**src/rtl/qenc_pkg.sv**
```systemverilog
package qenc_pkg;

  typedef enum logic [1:0] {
    MODE_CLK = 2'd0,
    MODE_X2A = 2'd1,
    MODE_X2B = 2'd2,
    MODE_X4  = 2'd3
  } qenc_mode_e;

  localparam int ADDR_W = 2;
  localparam logic [ADDR_W-1:0] REG_CTRL  = 2'd0;
  localparam logic [ADDR_W-1:0] REG_COUNT = 2'd1;
  localparam logic [ADDR_W-1:0] REG_CEIL  = 2'd2;
  localparam logic [ADDR_W-1:0] REG_EVENT = 2'd3;

  localparam int CTRL_EN   = 0;
  localparam int CTRL_PRE  = 1;
  localparam int CTRL_MODE = 2;
  localparam int CTRL_DIR  = 4;
  localparam int CTRL_ERR  = 5;
  localparam int CTRL_W    = 6;

  typedef struct packed {
    logic step;
    logic up;
  } qenc_step_t;

  // Decide whether this cycle steps the count and in which direction.
  function automatic qenc_step_t qenc_decode(qenc_mode_e mode, logic en,
                                             logic a, logic b,
                                             logic a_q, logic b_q);
    qenc_step_t r;
    logic ea, eb;
    ea = a ^ a_q;
    eb = b ^ b_q;
    r = '0;
    if (en) begin
      case (mode)
        MODE_CLK: begin
          r.step = 1'b1;
          r.up   = 1'b1;
        end
        MODE_X2A: if (ea && !eb) begin
          r.step = 1'b1;
          r.up   = a ^ b;
        end
        MODE_X2B: if (eb && !ea) begin
          r.step = 1'b1;
          r.up   = ~(a ^ b);
        end
        default: if (ea ^ eb) begin
          r.step = 1'b1;
          r.up   = ea ? (a ^ b) : ~(a ^ b);
        end
      endcase
    end
    return r;
  endfunction

endpackage

```
**src/rtl/qenc_phase_decode.sv**
```systemverilog
module qenc_phase_decode
  import qenc_pkg::*;
(
  input  logic       clk,
  input  qenc_mode_e mode,
  input  logic       en,
  input  logic       phase_a,
  input  logic       phase_b,
  output logic       step,
  output logic       step_up
);

  // Previous phase levels follow the inputs continuously, also in reset,
  // so enabling or changing mode never sees a stale edge.
  logic a_q, b_q;
  qenc_step_t dec;

  always_ff @(posedge clk) begin
    a_q <= phase_a;
    b_q <= phase_b;
  end

  always_comb begin
    dec     = qenc_decode(mode, en, phase_a, phase_b, a_q, b_q);
    step    = dec.step;
    step_up = dec.up;
  end

endmodule

```
**src/rtl/qenc_regfile.sv**
```systemverilog
module qenc_regfile
  import qenc_pkg::*;
#(
  parameter int CNT_W  = 16,
  parameter int DATA_W = 32
) (
  input  logic              clk,
  input  logic              rst_n,
  input  logic              wr_en,
  input  logic [ADDR_W-1:0] addr,
  input  logic [DATA_W-1:0] wr_data,
  input  logic [CNT_W-1:0]  count,
  input  logic              dir,
  output logic [DATA_W-1:0] rd_data,
  output logic              en,
  output logic              preload,
  output qenc_mode_e        mode,
  output logic              err,
  output logic [CNT_W-1:0]  ceil_act,
  output logic [CNT_W-1:0]  ceil_shd,
  output logic              load_ok,
  output logic              load_rej,
  output logic [CNT_W-1:0]  load_val,
  output logic              ceil_wr,
  output logic              upd_evt
);

  localparam logic [CNT_W-1:0] CEIL_MAX = {CNT_W{1'b1}};

  logic cnt_fits, ceil_fits;
  logic wr_ctrl, wr_cnt, wr_ceil, wr_evt;
  logic [CTRL_W-1:0] ctrl_view;

  assign cnt_fits  = wr_data <= DATA_W'(ceil_act);
  assign ceil_fits = wr_data <= DATA_W'(CEIL_MAX);
  assign wr_ctrl   = wr_en && (addr == REG_CTRL);
  assign wr_cnt    = wr_en && (addr == REG_COUNT);
  assign wr_ceil   = wr_en && (addr == REG_CEIL);
  assign wr_evt    = wr_en && (addr == REG_EVENT);

  assign load_ok  = wr_cnt && cnt_fits;
  assign load_rej = wr_cnt && !cnt_fits;
  assign load_val = wr_data[CNT_W-1:0];
  assign ceil_wr  = wr_ceil && ceil_fits;
  assign upd_evt  = wr_evt && wr_data[0];

  always_ff @(posedge clk) begin
    if (!rst_n) begin
      en       <= 1'b0;
      preload  <= 1'b0;
      mode     <= MODE_CLK;
      err      <= 1'b0;
      ceil_act <= CEIL_MAX;
      ceil_shd <= CEIL_MAX;
    end else begin
      if (wr_ctrl) begin
        en      <= wr_data[CTRL_EN];
        preload <= wr_data[CTRL_PRE];
        mode    <= qenc_mode_e'(wr_data[CTRL_MODE +: 2]);
        if (wr_data[CTRL_ERR]) err <= 1'b0;
      end
      if (load_rej || (wr_ceil && !ceil_fits)) err <= 1'b1;
      if (ceil_wr) begin
        ceil_shd <= wr_data[CNT_W-1:0];
        if (!preload) ceil_act <= wr_data[CNT_W-1:0];
      end
      if (upd_evt) ceil_act <= ceil_shd;
    end
  end

  always_comb begin
    ctrl_view = '0;
    ctrl_view[CTRL_EN]          = en;
    ctrl_view[CTRL_PRE]         = preload;
    ctrl_view[CTRL_MODE +: 2]   = mode;
    ctrl_view[CTRL_DIR]         = dir;
    ctrl_view[CTRL_ERR]         = err;
    case (addr)
      REG_CTRL:  rd_data = DATA_W'(ctrl_view);
      REG_COUNT: rd_data = DATA_W'(count);
      REG_CEIL:  rd_data = DATA_W'(ceil_act);
      default:   rd_data = DATA_W'(ceil_shd);
    endcase
  end

endmodule

```
**src/rtl/qenc_count_core.sv**
```systemverilog
module qenc_count_core #(
  parameter int CNT_W = 16
) (
  input  logic             clk,
  input  logic             rst_n,
  input  logic             step,
  input  logic             step_up,
  input  logic             load,
  input  logic [CNT_W-1:0] load_val,
  input  logic [CNT_W-1:0] ceil,
  output logic [CNT_W-1:0] count,
  output logic             dir,
  output logic             wrap_evt,
  output logic             wrap_q
);

  // Returns {wrapped, next value} for one step.
  function automatic logic [CNT_W:0] next_pos(logic [CNT_W-1:0] cur,
                                              logic [CNT_W-1:0] top,
                                              logic up);
    if (up) begin
      if (cur >= top) return {1'b1, {CNT_W{1'b0}}};
      return {1'b0, cur + CNT_W'(1)};
    end
    if (cur == '0) return {1'b1, top};
    return {1'b0, cur - CNT_W'(1)};
  endfunction

  logic [CNT_W:0] nx;

  assign nx       = next_pos(count, ceil, step_up);
  assign wrap_evt = step && !load && nx[CNT_W];

  always_ff @(posedge clk) begin
    if (!rst_n) begin
      count  <= '0;
      dir    <= 1'b0;
      wrap_q <= 1'b0;
    end else begin
      wrap_q <= wrap_evt;
      if (load) begin
        count <= load_val;
      end else if (step) begin
        count <= nx[CNT_W-1:0];
        dir   <= !step_up;
      end
    end
  end

endmodule

```
**src/rtl/qenc_counter.sv**
```systemverilog
module qenc_counter
  import qenc_pkg::*;
#(
  parameter int CNT_W  = 16,
  parameter int DATA_W = 32
) (
  input  logic              clk,
  input  logic              rst_n,
  input  logic              phase_a,
  input  logic              phase_b,
  input  logic              wr_en,
  input  logic [1:0]        addr,
  input  logic [DATA_W-1:0] wr_data,
  output logic [DATA_W-1:0] rd_data,
  output logic [CNT_W-1:0]  count_o,
  output logic              wrap_o
);

  logic             en, preload, err, dir;
  qenc_mode_e       mode;
  logic [CNT_W-1:0] ceil_act, ceil_shd, load_val, count;
  logic             load_ok, load_rej, ceil_wr, upd_evt;
  logic             step, step_up, wrap_evt;

  qenc_regfile #(.CNT_W(CNT_W), .DATA_W(DATA_W)) u_regs (
    .clk(clk), .rst_n(rst_n), .wr_en(wr_en), .addr(addr), .wr_data(wr_data),
    .count(count), .dir(dir), .rd_data(rd_data), .en(en), .preload(preload),
    .mode(mode), .err(err), .ceil_act(ceil_act), .ceil_shd(ceil_shd),
    .load_ok(load_ok), .load_rej(load_rej), .load_val(load_val),
    .ceil_wr(ceil_wr), .upd_evt(upd_evt)
  );

  qenc_phase_decode u_dec (
    .clk(clk), .mode(mode), .en(en), .phase_a(phase_a), .phase_b(phase_b),
    .step(step), .step_up(step_up)
  );

  qenc_count_core #(.CNT_W(CNT_W)) u_core (
    .clk(clk), .rst_n(rst_n), .step(step), .step_up(step_up), .load(load_ok),
    .load_val(load_val), .ceil(ceil_act), .count(count), .dir(dir),
    .wrap_evt(wrap_evt), .wrap_q(wrap_o)
  );

  assign count_o = count;

endmodule

```
**config.mk**
```make
export PLATFORM = sky130hd
export DESIGN_NAME = qenc_counter
export DESIGN_NICKNAME = d
export VERILOG_FILES = /design/src/rtl/qenc_pkg.sv /design/src/rtl/qenc_phase_decode.sv /design/src/rtl/qenc_regfile.sv /design/src/rtl/qenc_count_core.sv /design/src/rtl/qenc_counter.sv
export SDC_FILE = /design/constraint.sdc
export NUM_CORES = 1
export LEC_CHECK = 0
export CAP_MARGIN = 30
export CORE_MARGIN = 2
export CORE_UTILIZATION = 30
export DETAILED_ROUTE_END_ITERATION = 10
export DONT_BUFFER_PORTS = 1
export GPL_TIMING_DRIVEN = 0
export SLEW_MARGIN = 20
export SYNTH_ARGS = -nofsm -noshare
export SYNTH_HDL_FRONTEND = slang
export SYNTH_HIERARCHICAL = 1
export SYNTH_SLANG_ARGS = --single-unit
```
**constraint.sdc**
```tcl
create_clock -name clk -period 3.7 [get_ports clk]
set_clock_uncertainty 0.15 [all_clocks]
set_input_delay 0.185 -clock clk [delete_from_list [all_inputs] [get_ports clk]]
set_output_delay 0.185 -clock clk [all_outputs]
set_load 0.03 [all_outputs]
```
==> flow_metrics.py <==
metrics = {
    "setup_path": {
        "ff2ff_path_depth": 13,
        "r2r_end": "u_core/count[15]",
        "startpoint_type": "register",
        "end_kind": "register",
        "critPathArrivalTime_ps": 3620,
        "r2r_start": "u_regs/ceil_act[11]",
        "path_buf_inv": 1,
        "r2r_slack_ps": 210,
        "worstPathCellList": "inv_1, ha_1, nand4_1, nor4_2, a21boi_0, o31ai_1, and3_1, nor2b_2, nand2_1, a311oi_1, o21ai_0, o22ai_1, a41o_1",
        "slowest_delay_ps": 400,
        "crit_type": "register to register",
        "crit_path_top_delay_cell": "dfxtp_1",
        "worstPathRequired_ps": 3830,
        "critical_path.top_delay_family": "simple AND/OR/NAND/NOR gates",
        "worstPathMaxFanout": 6,
    },
    "yosys": {
        "syn_area_mm2": 0.00487,
        "yosysWarnings": 6,
        "avgSynthCellArea_um2": 7.56,
        "syn_inst": 644,
    },
    "finish": {
        "final_common_cell": "nand2_1",
        "fillers": 1703,
        "num_antenna_cells": 0,
        "area_growth_pct": 17.4,
        "multi_input_area_mm2": 0.00319,
        "regArea_mm2": 0.00114,
        "drive_above_1_share_pct": 14.4,
        "most-common-layout-cells": "nand2_1, dfxtp_1, inv_1",
        "layout.cells.non_filler": 912,
        "final_area_mm2": 0.00572,
        "final_nets": 767,
    },
    "detailed_routing": {
        "first_pass_iters": 5,
        "drc": 0,
        "avgRoutedWirePerCell_um": 18.1,
        "wl_um": 16500,
        "vias": 4764,
        "drtIter0Drc": 420,
        "via_per_inst": 5.22,
        "postRouteAntennaNets": 0,
    },
    "global_routing": {
        "antenna_found_initial": 0,
        "grt_use_total_pct": 19.0,
        "grt_first_pass_wirelength_um": 25900,
        "grt_overflow": 0,
        "grt_start_max_net_pins": 12,
        "grt_pass1_vias": 4508,
    },
    "pwr": {
        "total_power_mw": 1.96,
        "p_per_area_mw_per_mm2": 343,
        "p_leak_nw": 2.77,
        "ir_drop_mv": 0.195,
    },
    "die": {
        "rows": 46,
        "die_area_mm2": 0.0173,
        "start_util_pct": 30.6,
        "core_area_mm2": 0.0159,
        "num_io_pins": 88,
        "die_h_um": 131,
        "die_w_um": 131,
    },
    "clocking": {
        "ctsLongestPathBuffers": 2,
        "numCtsBuffers": 9,
        "cts_tree": "done",
        "clock-sinks": 57,
        "cts_root_buffer": "clkbuf_16",
        "cts.clk_slew.worst_paths_ps": 60,
        "cts_setup_buffers": 0,
        "clkLatencyLatePin_ps": 330,
        "htree_levels": 3,
    },
    "timing": {
        "hold_viol": 0,
        "worst_hold_slack_ps": 21.5,
        "fmax_ghz": 0.286,
        "min_period_over_period_pct": 94.4,
        "setup_viol": 0,
        "report.final.slew_viol_count": 0,
        "worst_pin_slew_ps": 767,
        "grt_setup_unrepaired": "no",
        "finalCriticalPeriod_ps": 3490,
        "relSlewSlack_pct": 48.8,
    },
    "status": {
        "status": "complete, no violations",
    },
    "place": {
        "io_buffers": 0,
        "hpwl_um": 12300,
        "placed_cells": 875,
        "globalplace.congestion": 0.926,
        "placed_cell_area_mm2": 0.00519,
    },
    "job": {
        "cap_violations": 0,
    },
    "hold_path": {
        "min_to": "u_regs/en",
        "hold_depth": 3,
        "hp-class": "input port to register",
        "min_from": "addr[0]",
    },
}
## layout make-up
cell class | count | area share (%)
tap | 216 | 4.73
multi-input combinational | 488 | 55.9
sequential | 57 | 20.0
inverter | 45 | 2.95
clock buffer | 11 | 4.07
buffer | 68 | 7.59
timing repair buffer | 22 | 3.85
clock inverter | 5 | 0.985
## sequential cells by signal, indices dropped and copies added (netlist names), 2 cells and up
signal           count
u_core/count        16
u_regs/ceil_act     16
u_regs/ceil_shd     16
u_regs/mode          2
## repair_timing
action	in CTS	in global routing
resized for setup	1	10
hold endpoints to repair	47	0
hold buffers	22	0
endpoints found under the setup margin	1	16
## where the power goes
part / internal, mW / switching, mW
Sequential: 0.626 / 0.0364
Clock: 0.520 / 0.316
Combinational: 0.180 / 0.283
Total: 1.33 / 0.635
## layer usage
metal	global-route usage (%)	vias to the layer above	wire length, um
li1	-	2326	-
met1	25.1	2186	7290
met2	31.1	219	7580
met3	3.43	33	1260
met4	6.94	0	388
met5	0	-	0
## through the flow
stage               setup slack (ps)  util, %  TNS, ps
CTS                             84.0     35.9        0
detailed placement             -12.9     32.7    -12.9
global route                    24.6     36.0        0
floorplan                        907        -        0
finish                           206     36.0        0
global placement               -17.1     32.7    -17.1
## worst max-delay path by stage
stage / startpoint / to / depth (start not counted)
2_1_floorplan: u_dec/b_q / u_core/count[10] / 13
6_report: u_regs/ceil_act[11] / u_core/count[15] / 13
5_1_grt: u_regs/ceil_act[15] / u_core/count[5] / 13
4_1_cts: u_dec/b_q / u_core/count[9] / 12
3_3_place_gp: u_dec/b_q / u_core/count[9] / 12
3_5_place_dp: u_dec/b_q / u_core/count[9] / 12
## worst register-to-register path, stage by stage, from the launching register on
cell and delay, ps:
dfxtp_1 400, inv_1 80, ha_1 340, nand4_1 170, nor4_2 390, a21boi_0 270, o31ai_1 140, and3_1 290
nor2b_2 340, nand2_1 130, a311oi_1 310, o21ai_0 130, o22ai_1 200, a41o_1 110
Power figures use the tool's default switching activity.
